**src/rtl/adpcm_pkg.sv**
```systemverilog
package adpcm_pkg;
  // control byte bit positions
  localparam int CB_WBUF   = 0;
  localparam int CB_WLOAD  = 1;
  localparam int CB_RBUF   = 2;
  localparam int CB_RLOAD  = 3;
  localparam int CB_LLOAD  = 4;
  localparam int CB_REPEAT = 5;
  localparam int CB_PLAY   = 6;
  localparam int CB_RESET  = 7;

  typedef struct packed {
    logic [7:0] ctrl;
    logic       play;
    logic       drst;
    logic       nib;
    logic       strm;
    logic       rep;
    logic       hirq;
    logic       firq;
  } play_flags_t;

  localparam play_flags_t FLAGS_RST = '{ctrl: 8'h00, play: 1'b0, drst: 1'b1,
                                        nib: 1'b0, strm: 1'b0, rep: 1'b0,
                                        hirq: 1'b0, firq: 1'b0};
endpackage

```
**src/rtl/adpcm_addr_latch.sv**
```systemverilog
module adpcm_addr_latch #(
  parameter int AW = 16,
  parameter int SW = 2
) (
  input  logic          clk_i,
  input  logic          rst_ni,
  input  logic          we_i,
  input  logic [SW-1:0] sel_i,
  input  logic [7:0]    wdata_i,
  output logic [AW-1:0] pair_o
);
  localparam int NB = AW / 8;

  for (genvar b = 0; b < NB; b++) begin : g_lane
    logic [7:0] byte_q;
    always_ff @(posedge clk_i or negedge rst_ni) begin
      if (!rst_ni) byte_q <= 8'h00;
      else if (we_i && (sel_i == SW'(b))) byte_q <= wdata_i;
    end
    assign pair_o[8*b +: 8] = byte_q;
  end
endmodule

```
**src/rtl/adpcm_ptr_unit.sv**
```systemverilog
module adpcm_ptr_unit
  import adpcm_pkg::*;
#(
  parameter int AW = 16,
  parameter int SM = 13
) (
  input  logic          clk_i,
  input  logic          rst_ni,
  input  logic          ctrl_we_i,
  input  logic [7:0]    ctrl_i,
  input  logic [AW-1:0] pair_i,
  input  logic          eng_rst_i,
  input  logic          ram_wr_i,
  output logic [AW-1:0] wr_ptr_o,
  output logic [AW-1:0] rd_ptr_o,
  output logic [AW-1:0] len_o,
  output logic [1:0]    wr_ofs_o,
  output logic [1:0]    rd_ofs_o,
  output logic [AW:0]   written_o,
  output logic [AW-1:0] rd_nxt_o,
  output logic [AW-1:0] len_nxt_o,
  output logic          stream_hit_o,
  output logic          lots_written_o
);
  localparam logic [AW-1:0] HALF_ADDR = {1'b1, {(AW-1){1'b0}}};
  localparam logic [AW:0]   WCNT_MAX  = {1'b1, {AW{1'b0}}};
  localparam logic [AW:0]   WCNT_LOTS = {2'b01, {(AW-1){1'b0}}};

  logic [AW-1:0] wr_q, rd_q, len_q, wr_n, rd_n, len_n;
  logic [1:0]    wofs_q, rofs_q, wofs_n, rofs_n;
  logic [AW:0]   wcnt_q, wcnt_n;
  logic          hit;

  function automatic logic stream_ok(logic [AW-1:0] w, logic [AW-1:0] r, logic [AW-1:0] l);
    logic [AW-1:0] s;
    logic w_ok, r_ok;
    s    = r + l;
    w_ok = (w == '0) || (w == HALF_ADDR) || (&w[SM-1:0]);
    r_ok = (&s[SM-1:0]) || ((r == '0) && (l == HALF_ADDR));
    return w_ok && r_ok;
  endfunction

  always_comb begin
    wr_n = wr_q; rd_n = rd_q; len_n = len_q;
    wofs_n = wofs_q; rofs_n = rofs_q; wcnt_n = wcnt_q;
    hit = 1'b0;
    if (ctrl_we_i) begin
      if (eng_rst_i) begin
        wr_n = '0; rd_n = '0; len_n = '0; wcnt_n = '0;
      end
      if (ctrl_i[CB_WLOAD]) begin
        wr_n   = pair_i;
        wofs_n = ctrl_i[CB_WBUF] ? 2'd0 : 2'd1;
        wcnt_n = '0;
        hit    = stream_ok(pair_i, rd_n, len_n);
      end
      if (ctrl_i[CB_RLOAD]) begin
        rd_n   = pair_i;
        rofs_n = ctrl_i[CB_RBUF] ? 2'd1 : 2'd2;
      end
      if (ctrl_i[CB_LLOAD]) len_n = pair_i;
    end else if (ram_wr_i) begin
      wr_n = wr_q + 1'b1;
      if (wcnt_q != WCNT_MAX) wcnt_n = wcnt_q + 1'b1;
    end
  end

  always_ff @(posedge clk_i or negedge rst_ni) begin
    if (!rst_ni) begin
      wr_q <= '0; rd_q <= '0; len_q <= '0;
      wofs_q <= 2'd1; rofs_q <= 2'd2; wcnt_q <= '0;
    end else begin
      wr_q <= wr_n; rd_q <= rd_n; len_q <= len_n;
      wofs_q <= wofs_n; rofs_q <= rofs_n; wcnt_q <= wcnt_n;
    end
  end

  assign wr_ptr_o       = wr_q;
  assign rd_ptr_o       = rd_q;
  assign len_o          = len_q;
  assign wr_ofs_o       = wofs_q;
  assign rd_ofs_o       = rofs_q;
  assign written_o      = wcnt_q;
  assign rd_nxt_o       = rd_n;
  assign len_nxt_o      = len_n;
  assign stream_hit_o   = hit;
  assign lots_written_o = wcnt_n > WCNT_LOTS;
endmodule

```
**src/rtl/adpcm_play_seq.sv**
```systemverilog
module adpcm_play_seq
  import adpcm_pkg::*;
#(
  parameter int          AW       = 16,
  parameter logic [15:0] SPEC_OFS = 16'h0085
) (
  input  logic          clk_i,
  input  logic          rst_ni,
  input  logic          ctrl_we_i,
  input  logic [7:0]    ctrl_i,
  input  logic          stream_hit_i,
  input  logic          lots_written_i,
  input  logic [AW-1:0] rd_nxt_i,
  input  logic [AW-1:0] len_nxt_i,
  input  logic          rate_tick_i,
  input  logic          dma_mode_i,
  output logic          eng_rst_o,
  output logic [7:0]    ctrl_o,
  output logic          stream_o,
  output logic          repeat_o,
  output logic [AW-1:0] play_addr_o,
  output logic [AW-1:0] end_addr_o,
  output logic [AW-1:0] half_addr_o,
  output logic          nibble_o,
  output logic          playing_o,
  output logic          dec_rst_o,
  output logic          half_irq_o,
  output logic          full_irq_o
);
  localparam logic [AW-1:0] SPEC_LO = {1'b1, {(AW-1){1'b0}}};
  localparam logic [AW-1:0] SPEC_HI = SPEC_LO | AW'(8'hFF);

  play_flags_t   f_q, f_n;
  logic [AW-1:0] addr_q, end_q, half_q, addr_n, end_n, half_n;
  logic          req;

  function automatic play_flags_t do_stop(play_flags_t f, logic irq);
    f.play = 1'b0;
    f.drst = 1'b1;
    f.nib  = 1'b0;
    f.ctrl[CB_PLAY]   = 1'b0;
    f.ctrl[CB_REPEAT] = 1'b0;
    f.strm = 1'b0;
    f.rep  = 1'b0;
    f.hirq = 1'b0;
    f.firq = irq;
    return f;
  endfunction

  assign eng_rst_o = ctrl_we_i & ctrl_i[CB_RESET] & ~f_q.ctrl[CB_RESET];

  always_comb begin
    f_n = f_q; addr_n = addr_q; end_n = end_q; half_n = half_q;
    req = 1'b0;
    if (ctrl_we_i) begin
      f_n.ctrl = ctrl_i;
      if (eng_rst_o) f_n = do_stop(f_n, 1'b1);
      if (stream_hit_i) f_n.strm = 1'b1;
      f_n.rep = ctrl_i[CB_REPEAT];
      req = ctrl_i[CB_PLAY]
          | (~f_n.play & ctrl_i[CB_REPEAT])
          | (~ctrl_i[CB_PLAY] & f_n.strm & lots_written_i);
      if (req) begin
        if (!f_n.play) begin
          addr_n   = rd_nxt_i;
          end_n    = rd_nxt_i + len_nxt_i;
          half_n   = rd_nxt_i + (len_nxt_i >> 1);
          f_n.nib  = 1'b0;
          f_n.play = 1'b1;
          f_n.drst = 1'b0;
          f_n.hirq = 1'b0;
          f_n.firq = 1'b0;
        end else if (len_nxt_i >= SPEC_LO && len_nxt_i <= SPEC_HI) begin
          half_n = rd_nxt_i + SPEC_OFS[AW-1:0];
        end else begin
          half_n = rd_nxt_i + (len_nxt_i >> 1);
        end
      end else begin
        f_n = do_stop(f_n, 1'b1);
      end
    end else if (f_q.play && rate_tick_i) begin
      if (!f_q.nib) begin
        f_n.nib = 1'b1;
      end else if ((addr_q == end_q) && !dma_mode_i) begin
        f_n = do_stop(f_n, 1'b0);
      end else begin
        f_n.nib = 1'b0;
        if (addr_q == end_q) f_n.firq = 1'b0;
        if (addr_q == half_q) begin
          f_n.hirq = 1'b1;
          f_n.firq = 1'b0;
        end
        addr_n = addr_q + 1'b1;
      end
    end
  end

  always_ff @(posedge clk_i or negedge rst_ni) begin
    if (!rst_ni) begin
      f_q <= FLAGS_RST; addr_q <= '0; end_q <= '0; half_q <= '0;
    end else begin
      f_q <= f_n; addr_q <= addr_n; end_q <= end_n; half_q <= half_n;
    end
  end

  assign ctrl_o      = f_q.ctrl;
  assign stream_o    = f_q.strm;
  assign repeat_o    = f_q.rep;
  assign play_addr_o = addr_q;
  assign end_addr_o  = end_q;
  assign half_addr_o = half_q;
  assign nibble_o    = f_q.nib;
  assign playing_o   = f_q.play;
  assign dec_rst_o   = f_q.drst;
  assign half_irq_o  = f_q.hirq;
  assign full_irq_o  = f_q.firq;
endmodule

```
**src/rtl/adpcm_play_ctrl.sv**
```systemverilog
module adpcm_play_ctrl #(
  parameter int          AW       = 16,
  parameter int          SW       = 2,
  parameter int          SM       = 13,
  parameter logic [15:0] SPEC_OFS = 16'h0085
) (
  input  logic          clk_i,
  input  logic          rst_ni,
  input  logic          reg_we_i,
  input  logic [SW-1:0] reg_sel_i,
  input  logic [7:0]    reg_wdata_i,
  input  logic          ram_wr_i,
  input  logic          rate_tick_i,
  input  logic          dma_mode_i,
  output logic [7:0]    ctrl_o,
  output logic [AW-1:0] wr_ptr_o,
  output logic [AW-1:0] rd_ptr_o,
  output logic [AW-1:0] len_o,
  output logic [1:0]    wr_ofs_o,
  output logic [1:0]    rd_ofs_o,
  output logic [AW:0]   written_o,
  output logic          stream_o,
  output logic          repeat_o,
  output logic [AW-1:0] play_addr_o,
  output logic [AW-1:0] end_addr_o,
  output logic [AW-1:0] half_addr_o,
  output logic          nibble_o,
  output logic          playing_o,
  output logic          dec_rst_o,
  output logic          half_irq_o,
  output logic          full_irq_o
);
  localparam int NB = AW / 8;

  logic [AW-1:0] pair, rd_nxt, len_nxt;
  logic          ctrl_we, eng_rst, stream_hit, lots_written;

  assign ctrl_we = reg_we_i && (reg_sel_i == SW'(NB));

  adpcm_addr_latch #(.AW(AW), .SW(SW)) i_latch (
    .clk_i, .rst_ni,
    .we_i(reg_we_i), .sel_i(reg_sel_i), .wdata_i(reg_wdata_i),
    .pair_o(pair)
  );

  adpcm_ptr_unit #(.AW(AW), .SM(SM)) i_ptr (
    .clk_i, .rst_ni,
    .ctrl_we_i(ctrl_we), .ctrl_i(reg_wdata_i), .pair_i(pair),
    .eng_rst_i(eng_rst), .ram_wr_i,
    .wr_ptr_o, .rd_ptr_o, .len_o, .wr_ofs_o, .rd_ofs_o, .written_o,
    .rd_nxt_o(rd_nxt), .len_nxt_o(len_nxt),
    .stream_hit_o(stream_hit), .lots_written_o(lots_written)
  );

  adpcm_play_seq #(.AW(AW), .SPEC_OFS(SPEC_OFS)) i_seq (
    .clk_i, .rst_ni,
    .ctrl_we_i(ctrl_we), .ctrl_i(reg_wdata_i),
    .stream_hit_i(stream_hit), .lots_written_i(lots_written),
    .rd_nxt_i(rd_nxt), .len_nxt_i(len_nxt),
    .rate_tick_i, .dma_mode_i,
    .eng_rst_o(eng_rst), .ctrl_o, .stream_o, .repeat_o,
    .play_addr_o, .end_addr_o, .half_addr_o, .nibble_o,
    .playing_o, .dec_rst_o, .half_irq_o, .full_irq_o
  );
endmodule

```
**config.mk**
```make
export PLATFORM = sky130hd
export DESIGN_NAME = adpcm_play_ctrl
export DESIGN_NICKNAME = d
export VERILOG_FILES = /design/src/rtl/adpcm_pkg.sv /design/src/rtl/adpcm_addr_latch.sv /design/src/rtl/adpcm_ptr_unit.sv /design/src/rtl/adpcm_play_seq.sv /design/src/rtl/adpcm_play_ctrl.sv
export SDC_FILE = /design/constraint.sdc
export NUM_CORES = 1
export LEC_CHECK = 0
export ABC_AREA = 0
export BUFFER_PORTS_ARGS = -buffer_cell sky130_fd_sc_hd__clkbuf_2
export CAP_MARGIN = 10
export CORE_ASPECT_RATIO = 1.1
export CORE_UTILIZATION = 45
export CTS_BUF_LIST = sky130_fd_sc_hd__clkbuf_16
export CTS_CLUSTER_SIZE = 10
export DETAILED_ROUTE_END_ITERATION = 10
export PLACE_DENSITY = 0.65
export SLEW_MARGIN = 15
export SYNTH_ARGS = -nofsm -noshare
export SYNTH_HDL_FRONTEND = slang
export SYNTH_SLANG_ARGS = --single-unit
```
**constraint.sdc**
```tcl
create_clock -name clk_i -period 5.7 [get_ports clk_i]
set_input_delay 0.285 -clock clk_i [delete_from_list [all_inputs] [get_ports clk_i]]
set_output_delay 0.285 -clock clk_i [all_outputs]
set_load 0.02 [all_outputs]
```
# After elaboration in Yosys (flattened, before gate mapping)
# Index checks and enable logic that the tools add are counted.
dict set report totals {
  reg_bits 148
  input_bits 16
  elab_cells 135
  output_inout_bits 132
}
dict set report op_classes {
  eq_ne 12
  bitwise 10
  mux 49
  n_addsub 7
  n_lt_le_gt_ge 3
  n_reduce_logical 34
}
# op n
set ops {}
lappend ops {{16-bit 2-to-1 mux} 20}
lappend ops {{17-bit 2-to-1 mux} 5}
lappend ops {{15-bit 2-to-1 mux} 3}
lappend ops {{16-bit by 1-bit adder with 16-bit output, second input constant} 2}
lappend ops {{16-bit equality test} 2}
lappend ops {{16-bit equality test, second input constant} 2}
lappend ops {{16-bit zero test} 2}
lappend ops {{13-bit AND reduction} 2}
lappend ops {{9-bit 2-to-1 mux} 2}
lappend ops {{17-bit by 1-bit adder with 17-bit output, second input constant} 1}
lappend ops {{17-bit by 16-bit > comparator with 1-bit output, second input constant} 1}
lappend ops {{17-bit inequality test, second input constant} 1}
lappend ops {{16-bit by 15-bit adder with 16-bit output} 1}
lappend ops {{16-bit adder} 1}
lappend ops {{16-bit by 8-bit adder with 16-bit output, second input constant} 1}
lappend ops {{16-bit >= comparator, second input constant} 1}
lappend ops {{16-bit <= comparator, second input constant} 1}
lappend ops {{2-bit 2-to-1 mux} 8}
lappend ops {{14-bit 2-to-1 mux} 1}
lappend ops {{13-bit adder} 1}
lappend ops {{4-bit AND reduction} 3}
lappend ops {{2-bit AND reduction} 5}
lappend ops {{1-bit logical AND} 8}
lappend ops {{2-bit nonzero test} 4}
lappend ops {{20 further kinds} 37}

# Depth between registers and ports, before layout
# Gate-level depths: netlist (run 1).
dict set report logic_depth {
  word_depth 19
  ltp_mapped 21
  depth_no_buf 17
}

# By module
# From an unflattened synthesis (run 1), not the netlist that was laid out.
dict set report hier_totals {
  hier_cells 1101
  area_unflattened_um2 9990.8
}
# module cells_each area_per_inst_um2 n_inst seq_area_each_um2
set by_module_without_submodules {}
lappend by_module_without_submodules {adpcm_play_seq 588 5092.4 1 1577.8}
lappend by_module_without_submodules {adpcm_ptr_unit 478 4279.1 1 1704.1}
lappend by_module_without_submodules {adpcm_addr_latch 34 610.6 1 400.4}
lappend by_module_without_submodules {adpcm_play_ctrl 1 8.8 1 0.0}

# Worst setup path after synthesis (run 1)
# Ideal clock, no wire load.
dict set report synth_timing {
  kind {register to register}
  from {reg i_seq.f_q (netlist bit i_seq.ctrl_o[7])}
  to {reg i_seq.end_q[10], in the netlist i_seq.end_addr_o[10]}
  required_time_ps 5575
  t_arrival_ps 4391
  path_stages_with_launch 20
  slack_ps 1185
  path_buffers 4
  cell_sequence {dfrtp_1 -> and2b_1 -> buf_4 -> nand2_1 -> clkbuf_1 -> clkbuf_1 -> and2_1 -> ha_1 -> inv_1 -> fa_1 -> nand2b_1 -> a21oi_1 -> maj3_1 -> maj3_1 -> o2bb2ai_1 -> o31ai_1 -> o211ai_2 -> a31oi_2 -> buf_2 -> mux2_2}
}
dict set report synth_via {
  elab_chain_len 16
  word_cells_on_any_way 35
  cone_classes {add/sub (2); order compare (1); eq/ne (1); mux (17); bitwise (8); reduce/logical (6)}
}
# element line_no
set synth_rtl {}
lappend synth_rtl {{start, declared} adpcm_play_seq.sv:33} ;# play_flags_t f_q, f_n;
lappend synth_rtl {{start signal, assigned} adpcm_play_seq.sv:102} ;# f_q <= f_n; addr_q <= addr_n; end_q <= end_n; half_q <= half_n;
lappend synth_rtl {{1-bit inverter *} adpcm_play_seq.sv:50} ;# assign eng_rst_o = ctrl_we_i & ctrl_i[CB_RESET] & ~f_q.ctrl[CB_RESET];
lappend synth_rtl {{1-bit AND *} adpcm_play_seq.sv:50}
lappend synth_rtl {{16-bit 2-to-1 mux} adpcm_ptr_unit.sv:48} ;# if (eng_rst_i) begin
lappend synth_rtl {{16-bit 2-to-1 mux} adpcm_ptr_unit.sv:47} ;# if (ctrl_we_i) begin
lappend synth_rtl {{13-bit adder (tied with other cells)} adpcm_ptr_unit.sv:37} ;# s = r + l;
lappend synth_rtl {{13-bit AND reduction or 1-bit logical AND (tied branches)} adpcm_ptr_unit.sv:39} ;# r_ok = (&s[SM-1:0]) || ((r == '0) && (l == HALF_ADDR));
lappend synth_rtl {{1-bit logical OR} adpcm_ptr_unit.sv:39}
lappend synth_rtl {{1-bit logical AND} adpcm_ptr_unit.sv:40} ;# return w_ok && r_ok;
lappend synth_rtl {{1-bit 2-to-1 mux} adpcm_ptr_unit.sv:51} ;# if (ctrl_i[CB_WLOAD]) begin
lappend synth_rtl {{1-bit 2-to-1 mux} adpcm_ptr_unit.sv:47}
lappend synth_rtl {{1-bit 2-to-1 mux} adpcm_play_seq.sv:58} ;# if (stream_hit_i) f_n.strm = 1'b1;
lappend synth_rtl {{1-bit 2-to-1 mux} adpcm_play_seq.sv:55} ;# if (ctrl_we_i) begin
lappend synth_rtl {{1-bit AND (2 in series)} adpcm_play_seq.sv:62} ;# | (~ctrl_i[CB_PLAY] & f_n.strm & lots_written_i);
lappend synth_rtl {{1-bit bitwise OR} adpcm_play_seq.sv:62}
lappend synth_rtl {{3-bit AND reduction (no line)} -}
lappend synth_rtl {{end signal, assigned} adpcm_play_seq.sv:102}
lappend synth_rtl {{end, declared} adpcm_play_seq.sv:34} ;# logic [AW-1:0] addr_q, end_q, half_q, addr_n, end_n, half_n;
# Every way passes the cells marked *; elsewhere a longest branch is shown, timed or not. The select of a mux whose other input is x is not followed.
# A chain may end at the register's enable or synchronous reset.

# Final worst setup path (run 1)
dict set report layout_timing {
  from {reg i_seq.f_q (netlist bit i_seq.ctrl_o[7])}
  to {reg i_seq.end_q[13], in the netlist i_seq.end_addr_o[13]}
}
# Same word-level chain as after synthesis.

==> parameters.txt, run 1 <==
Parameter                              Value

Status
  Status ... finished, final reports clean

Timing
  Total negative setup slack ... 0 ns
  Maximum clock frequency ... 0.207 GHz
  Rel. slew slack ... 26.6%
  Number of pins exceeding their max-slew limit in the final report ... 0
  Final-report hold violation count ... 0
  Transition time at the pin with the least slew margin ... 1.10 ns
  Worst hold margin ... between 0.08 and 0.09 ns
  Clock tree skew after final layout ... 0.0131 ns
  Final setup violation count ... 0
  Final worst-path cycle share ... between 80 and 90%
  Setup repair after global routing missed its margin ... false
  Clock period minus final worst setup slack ... 4.82 ns

Worst setup path
  Worst setup path category ... reg -> reg
  CP Max Fanout ... 17
  Slowest Stage Delay on Critical Path ... roughly 0.40 ns
  Terminus of the critical flop-to-flop path ... i_seq.end_addr_o[13]$_DFFE_PN0P_
  Most Frequent Cell on Critical Path ... sky130_fd_sc_hd__buf_4
  Beginning of the worst register-to-register path ... i_seq.ctrl_o[7]$_DFFE_PN0N_
  Critical path capture point type ... register
  Critical path required time ... 6.01 ns
  Critical Path Source Type ... register
  Worst r2r path cells ... 17
  Critical-path cell list ... and2b_1 -> buf_4 -> nand2_1 -> and2_1 -> ha_1 -> inv_1 -> fa_1 -> nand2b_1 -> a21oi_1 -> mux2i_1 -> nor4_1 -> nand4_1 -> o31ai_1 -> o211ai_2 -> a31oi_2 -> buf_4 -> mux2_2
  Worst path arrival time ... 5.13 ns
  Crit path max-delay cell type ... sky130_fd_sc_hd__a21oi_1
  R2R Setup Slk ... 0.88 ns

Floorplanning
  Die X-Extent ... 145 µm
  DIE HEIGHT ... 159 µm
  Die Footprint ... 0.0230 mm²
  Cell row count ... 57
  Initial standard-cell utilization of the core ... 45.8%
  Boundary pin count ... 148
  CORE AREA ... 0.0220 mm²

Power and ir drop
  Power consumption ... 0.00499 W
  Leakage dissipation ... 5.39 nW
  Pwr per Cell Area ... 430 mW/mm²
  Maximum VDD drop ... 278 µV

Yosys
  Seq/Total Area, Yosys ... 36.5%
  Number of nets produced by synthesis ... 1212
  Number of enable flip-flop cells after synthesis ... 0
  #FFs+latches synth ... 147
  Post-synthesis cell area ... 0.0101 mm²
  Number of library cell types mapped by synthesis ... 85
  Cells after Synth ... roughly 1200
  Share of async-settable or async-resettable flops after synthesis ... 100%
  Most used DFF post-synth ... sky130_fd_sc_hd__dfrtp_1
  Synthesized area divided by synthesized cell count ... roughly 8.8 µm²
  Synth warn ... 0

Final layout
  Final Net Count ... ~1300
  Number of antenna cells inserted ... 0
  Register cell area after layout ... 0.00368 mm²
  Utilization of the core after routing ... roughly 53%
  Area occupied by multi-input gates ... 0.00595 mm²
  Fraction of layout cells with a size suffix above 1 ... 19.8%
  Area growth from synthesis to layout ... 15.0%
  Number of fill cells ... 2067

Global routing
  Pin count of the biggest net entering global routing ... 83
  Global-route wire length before repair ... 50300 µm
  Via count of the first global-routing pass ... between 8000 and 9000
  Number of antenna violations at the first check in global routing ... 0
  Global route overflow ... 0
  Total Routing Usage GR ... 28.8%

Place
  Detailed placement HPWL ... 24400 µm
  Global placer's final weighted congestion ... 0.915
  Port-buffer cells ... approximately 150

Clocking
  Skew-Pair Late Insertion Delay ... 0.43 ns
  Deepest level of the CTS H-tree ... 4
  TritonCTS clock tree ... yes
  Clock root buffer master ... sky130_fd_sc_hd__clkbuf_16
  Number of buffers added for setup after CTS ... 0
  CTS clk-pin slew, worst paths ... 0.06 ns
  Total of cells resized after clock tree synthesis ... 0
  Maximum root-to-sink buffer count ... 2
  TritonCTS buffer count ... 17
  Number of clock sinks seen by CTS ... 147

Job
  Number of maximum-capacitance violations ... 0

Route
  ANT nets after route ... 0
  Average vias per placed instance ... 6.07
  Average routed wire per standard cell ... 20.8 µm
  Number of DRC violations after detailed-routing iteration 0 ... approximately 770
  Sum of routed wire length over all layers ... about 33000 µm
  Vias post-DR ... 9505
  First-pass detailed-route iteration total ... 5
  Number of design rule violations left after detail routing ... 0

Hold path
  Tightest Hold Check Type ... in -> reg
  Start point of the worst hold path ... reg_wdata_i[0]
  Number of cells on the worst hold path ... 2
  Worst-case hold path end point ... i_ptr.wr_ofs_o[0]$_DFFE_PN1P_
[sequential cells by signal, summed over array words and instances, names as in the netlist]
signal / flops
i_ptr.written_o: 17
i_latch.g_lane.byte_q: 16
i_ptr.len_o: 16
i_ptr.rd_ptr_o: 16
i_ptr.wr_ptr_o: 16
i_seq.end_addr_o: 16
i_seq.half_addr_o: 16
i_seq.play_addr_o: 16
i_seq.ctrl_o: 8
i_ptr.rd_ofs_o: 2
i_ptr.wr_ofs_o: 1
i_seq.dec_rst_o: 1
i_seq.full_irq_o: 1
i_seq.half_irq_o: 1
i_seq.nibble_o: 1
i_seq.playing_o: 1
i_seq.repeat_o: 1
i_seq.stream_o: 1
[cell usage in the layout, fill, tap and decap left out, types with 36 or more instances in the layout]
cell type,instances
sky130_fd_sc_hd__xor2_1,36
sky130_fd_sc_hd__nor2_1,70
sky130_fd_sc_hd__o21ai_0,94
sky130_fd_sc_hd__a21oi_1,74
sky130_fd_sc_hd__clkbuf_2,145
sky130_fd_sc_hd__dfrtp_1,144
sky130_fd_sc_hd__ha_1,43
sky130_fd_sc_hd__nand2_1,116
sky130_fd_sc_hd__inv_1,36
sky130_fd_sc_hd__xnor2_1,43
[logic make-up (layout without fill, tap and decap cells)]
group | after synthesis | in the layout | synth area share (%)
simple gates | 395 | 395 | 20.0
compound gates | 324 | 324 | 20.6
flops | 147 | 147 | 36.5
buf+inv | 109 | 231 | 4.63
xor+xnor | 79 | 79 | 6.86
fa+ha+maj | 48 | 48 | 6.13
mux | 47 | 47 | 5.20
other cells | 1 | 1 | 0.0372
[where the power goes]
part	total [W]	internal (W)	switching, W
combinational	0.00205	0.000820	0.00123
clock	0.00114	0.000685	0.000458
sequential	0.00180	0.00132	0.000485
total	0.00499	0.00282	0.00217
[critical path, delay by kind of cell (launching register included)]
family / cells / cell delay (ns)
compound gates: 4 / 1.37
fa+ha+maj: 2 / 0.56
buf+inv: 3 / 0.53
flops: 1 / 0.37
mux: 2 / 0.50
simple gates: 6 / 1.36
[synth_stat cells (all sizes together) (6+ instances only)]
library cell | n | area (µm²)
a211oi | 10 | 90.1
nand4 | 29 | 181
a31oi | 18 | 119
xor2 | 36 | 315
buf | 30 | 169
nand2 | 116 | 435
clkbuf | 45 | 170
inv | 34 | 128
ha | 43 | 538
and3 | 15 | 95.1
nor2b | 7 | 43.8
a21oi | 75 | 379
nor2 | 70 | 263
a22o | 25 | 219
nand3 | 32 | 160
o31ai | 9 | 67.6
nand2b | 13 | 88.8
and2 | 21 | 131
dfrtp | 144 | 3600
o21a | 6 | 45.0
o21ai | 99 | 495
nor3b | 10 | 75.1
xnor2 | 43 | 377
nor4 | 25 | 163
a21o | 11 | 82.6
mux2 | 37 | 424
mux2i | 10 | 100
a22oi | 12 | 90.1
o211ai | 7 | 57.6
o22ai | 8 | 50.1
nor3 | 25 | 135
[metal layers]
layer | track usage (%) | vias up | part of all wire (%)
li1 | - | 4437 | -
met1 | 38.8 | 4595 | 42
met2 | 45.5 | 401 | 47
met3 | 4.24 | 72 | 6.6
met4 | 12.8 | 0 | 4.1
met5 | 0 | - | 0
[worst max path at each step]
stage	end	startpoint	cells after the start
after floorplan	i_seq.end_addr_o[10]$_DFFE_PN0P_	i_seq.ctrl_o[7]$_DFFE_PN0N_	19
after global placement	i_seq.end_addr_o[13]$_DFFE_PN0P_	reg_sel_i[0]	17
after detailed placement	i_seq.end_addr_o[13]$_DFFE_PN0P_	reg_sel_i[0]	17
after CTS	i_seq.end_addr_o[13]$_DFFE_PN0P_	i_seq.ctrl_o[7]$_DFFE_PN0N_	17
after global routing	i_seq.end_addr_o[6]$_DFFE_PN0P_	i_seq.ctrl_o[7]$_DFFE_PN0N_	17
final	i_seq.end_addr_o[13]$_DFFE_PN0P_	i_seq.ctrl_o[7]$_DFFE_PN0N_	17
[cell type report]
type	count	share of cell area, %
flip-flops and latches	147	31.7
repair buffers	165	7.60
multi-input cells	894	51.3
inverters	34	1.10
clock buffers	17	3.67
clock inverters	15	1.45
well taps	295	3.18
[through the flow]
stage	instances	instance area, µm²	setup slack [ns]
2_1_floorplan	1150	10100	1.18
3_3_place_gp	1534	11000	0.930
3_5_place_dp	1534	11000	0.852
4_1_cts	1567	11600	0.894
5_1_grt	1567	11600	0.467
6_report	1567	11600	0.879
[what timing repair did]
action	4_1_cts	5_1_grt
hold buffers	1	0
setup endpoints to repair	0	0
endpoints found under the hold margin	78	0
(Power assumes the default switching activity.)
==> run 2, diff against run 1 <==
--- a/config.mk
+++ b/config.mk
@@ -13,7 +13,7 @@
 export CTS_BUF_LIST = sky130_fd_sc_hd__clkbuf_16
 export CTS_CLUSTER_SIZE = 10
 export DETAILED_ROUTE_END_ITERATION = 10
-export PLACE_DENSITY = 0.65
+export PLACE_DENSITY = 0.68
 export SLEW_MARGIN = 15
 export SYNTH_ARGS = -nofsm -noshare
 export SYNTH_HDL_FRONTEND = slang
==> constraint.sdc (replaced) <==
create_clock -name clk_i -period 3.85 [get_ports clk_i]
set_input_delay 0.1925 -clock clk_i [delete_from_list [all_inputs] [get_ports clk_i]]
set_output_delay 0.1925 -clock clk_i [all_outputs]
set_load 0.02 [all_outputs]
==> run 2 against run 1 <==
  * The flow now finishes with violations (negative setup slack)
  * Clock skew up 0.0016 ns
  * Die area unchanged
  * Fmax up 25%
  * Via count up 6.8%
  * Clock power up 44%
  * First-iteration DRC count up 17%
  * Largest cell class unchanged
==> parameters.txt, run 2 (synthesized netlist as in run 1, its figures left out) <==
Parameter                              Value

Floorplanning
  CORE AREA ... 0.0220 mm² (unchanged)
  Cell row count ... 57 (unchanged)
  Initial standard-cell utilization of the core ... 45.8% (unchanged)
  DIE HEIGHT ... 159 µm (unchanged)
  Boundary pin count ... 148 (unchanged)
  Die X-Extent ... 145 µm (unchanged)
  Die Footprint ... 0.0230 mm² (unchanged)

Final layout
  Final Net Count ... 1414 (+7.0%)
  Max FFs per register ... 17 (unchanged)
  Area growth from synthesis to layout ... 26.4%
  Most common library cell in the layout ignoring fill and taps ... sky130_fd_sc_hd__clkbuf_2
  Fin area ... 0.0128 mm² (+10%)
  Utilization of the core after routing ... 57.9% (+5.2 points)
  Fraction of layout cells with a size suffix above 1 ... 28.6% (+8.8 points)
  Most used cells in the layout excluding fill and tap cells ... sky130_fd_sc_hd__clkbuf_2 (145), sky130_fd_sc_hd__dfrtp_1 (142), sky130_fd_sc_hd__nand2_1 (115)
  Number of antenna cells inserted ... 0 (unchanged)
  Number of cells in the finished layout apart from fillers ... 1660 (+5.9%)

Place
  Port-buffer cells ... 146 (unchanged)
  Global placer's final weighted congestion ... 0.937 (+2.5%)
  Post-placement worst setup slack ... -0.0596 ns (-0.911 ns)
  Detailed placement HPWL ... 25300 µm (+3.8%)
  Placed cell area ... 0.0116 mm² (+5.8%)
  Total instance count after detailed placement ... 1604 (+4.6%)

Clocking
  Skew-Pair Late Insertion Delay ... 0.43 ns (about the same)
  TritonCTS buffer count ... 17 (unchanged)
  CTS clk-pin slew, worst paths ... 0.06 ns (about the same)
  Maximum root-to-sink buffer count ... 2 (unchanged)
  Number of clock sinks seen by CTS ... 147 (unchanged)
  Deepest level of the CTS H-tree ... 4 (unchanged)
  Clock root buffer master ... sky130_fd_sc_hd__clkbuf_16
  TritonCTS clock tree ... yes

Worst setup path
  Terminus of the critical flop-to-flop path ... i_seq.play_addr_o[8]$_DFFE_PN0P_
  R2R Setup Slk ... -0.004 ns (-0.88 ns)
  Critical path required time ... 4.20 ns (-1.81 ns)
  CP Max Fanout ... 7 (-10)
  Worst setup path category ... reg -> reg
  Worst r2r path cells ... 20 (+3)
  Worst path arrival time ... 4.20 ns (-0.93 ns)
  Critical Path Source Type ... register
  Beginning of the worst register-to-register path ... i_seq.ctrl_o[7]$_DFFE_PN0N_
  Critical path capture point type ... register

Hold path
  Start point of the worst hold path ... reg_wdata_i[2]
  Worst-case hold path end point ... i_ptr.rd_ofs_o[1]$_DFFE_PN1P_
  Number of cells on the worst hold path ... 2 (unchanged)
  Tightest Hold Check Type ... in -> reg

Timing
  Maximum clock frequency ... 0.259 GHz (+25%)
  Setup repair after global routing missed its margin ... true
  Transition time at the pin with the least slew margin ... 1.17 ns (+0.0688 ns)
  Rel. slew slack ... 21.9% (-4.8 points)
  Final setup violation count ... 1 (+1)
  Clock period minus final worst setup slack ... 3.85 ns (-0.967 ns)
  Clock tree skew after final layout ... 0.0147 ns (+0.00162 ns)
  Number of pins exceeding their max-slew limit in the final report ... 0 (unchanged)
  Final-report hold violation count ... 0 (unchanged)
  Final worst-path cycle share ... 100% (+16 points)
  Worst Slack Setup Final ... -0.00442 ns (-0.883 ns)

Route
  Sum of routed wire length over all layers ... 34800 µm (+6.6%)
  ANT nets after route ... 0 (unchanged)
  Vias post-DR ... 10156 (+6.8%)
  Number of DRC violations after detailed-routing iteration 0 ... 907 (+17%)
  Average vias per placed instance ... 6.12 (+0.86%)
  Average routed wire per standard cell ... 20.9 µm (+0.59%)
  Number of design rule violations left after detail routing ... 0 (unchanged)
  First-pass detailed-route iteration total ... 5 (unchanged)

Global routing
  Pin count of the biggest net entering global routing ... 86 (+3.6%)
  Via count of the first global-routing pass ... 9385 (+6.7%)
  Number of antenna violations at the first check in global routing ... 0 (unchanged)
  Total Routing Usage GR ... 29.4% (+0.59 points)
  Global-route wire length before repair ... 51400 µm (+2.0%)
  Global route overflow ... 0 (unchanged)

Power and ir drop
  Pwr per Cell Area ... 613 mW/mm² (+43%)
  Leakage dissipation ... 5.98 nW (+11%)
  Maximum VDD drop ... 519 µV (+87%)

Job
  Number of maximum-capacitance violations ... 0 (unchanged)

Status
  Status ... finished, violations left
  Violated checks ... negative setup slack
[run 2: per-stage QoR]
stage                     hold WS (ns)  setup TNS [ns]  power (W)
after floorplan                 -0.103          -0.108    0.00460
after global placement           0.216               0    0.00588
after detailed placement         0.221          -0.878    0.00593
after CTS                       0.0339               0    0.00759
after global routing            0.0450           -8.49    0.00820
final                           0.0454        -0.00442    0.00782
[run 2: metal layers]
metal	routed length (µm)	share of wire [%]	up-vias	global-route usage [%]
met4	1460	4.2	0	12.7
met2	16700	48	525	48.0
met5	0	0	-	0
li1	-	-	4630	-
met3	2480	7.1	97	4.96
met1	14100	41	4904	38.0
[run 2: worst max path at each step]
stage,startpoint,end,slack (ns),cells after the start
after global placement,i_seq.ctrl_o[7]$_DFFE_PN0N_,i_seq.end_addr_o[4]$_DFFE_PN0P_,0.03,15
final,i_seq.ctrl_o[7]$_DFFE_PN0N_,i_seq.play_addr_o[8]$_DFFE_PN0P_,-0.004,20
after detailed placement,i_seq.ctrl_o[7]$_DFFE_PN0N_,i_seq.end_addr_o[7]$_DFFE_PN0P_,-0.06,16
after floorplan,i_seq.ctrl_o[7]$_DFFE_PN0N_,i_seq.play_addr_o[0]$_DFFE_PN0P_,-0.02,19
after global routing,i_seq.ctrl_o[7]$_DFFE_PN0N_,i_seq.play_addr_o[12]$_DFFE_PN0P_,-0.23,18
after CTS,i_seq.ctrl_o[7]$_DFFE_PN0N_,i_seq.end_addr_o[2]$_DFFE_PN0P_,0.01,16
[run 2: layout make-up]
cell class                      count  area, µm²
Timing Repair Buffer              257       1720
Clock buffer                       17        425
Tap cell                          295        369
Fill cell                        1912       9280
Multi-Input combinational cell    895       6280
Inverter                           34        128
Clock inverter                     15        146
Sequential cell                   147       3680
[run 2: worst max-delay path, cell delays in order (launching register included)]
cell and delay, ns:
sky130_fd_sc_hd__dfrtp_2 0.36, sky130_fd_sc_hd__and2b_2 0.27, sky130_fd_sc_hd__nand2_4 0.12, sky130_fd_sc_hd__and2_4 0.16, sky130_fd_sc_hd__ha_4 0.13, sky130_fd_sc_hd__inv_2 0.03
sky130_fd_sc_hd__fa_2 0.36, sky130_fd_sc_hd__xor2_2 0.17, sky130_fd_sc_hd__a2111oi_4 0.26, sky130_fd_sc_hd__nand2_1 0.10, sky130_fd_sc_hd__nor4_2 0.23, sky130_fd_sc_hd__nand4_1 0.20
sky130_fd_sc_hd__o31ai_4 0.30, sky130_fd_sc_hd__o211ai_4 0.16, sky130_fd_sc_hd__a31oi_4 0.23, sky130_fd_sc_hd__buf_12 0.15, sky130_fd_sc_hd__clkbuf_16 0.15, sky130_fd_sc_hd__buf_12 0.13
sky130_fd_sc_hd__buf_6 0.09, sky130_fd_sc_hd__nor3_2 0.03, sky130_fd_sc_hd__a21oi_1 0.14
[run 2: power by group]
group | total, W | switching [W] | internal, W
logic | 0.00358 | 0.00208 | 0.00151
registers | 0.00260 | 0.000649 | 0.00195
clock network | 0.00164 | 0.000732 | 0.000907
total | 0.00782 | 0.00346 | 0.00436
[run 2: repair_timing]
item / in CTS / in global routing
setup endpoints to repair: 28 / 43
setup buffers: 0 / 18
hold buffers: 2 / 0
cloned: 0 / 4
gates resized for setup: 3 / 62
endpoints found under the hold margin: 61 / 0
pin swaps: 1 / 22
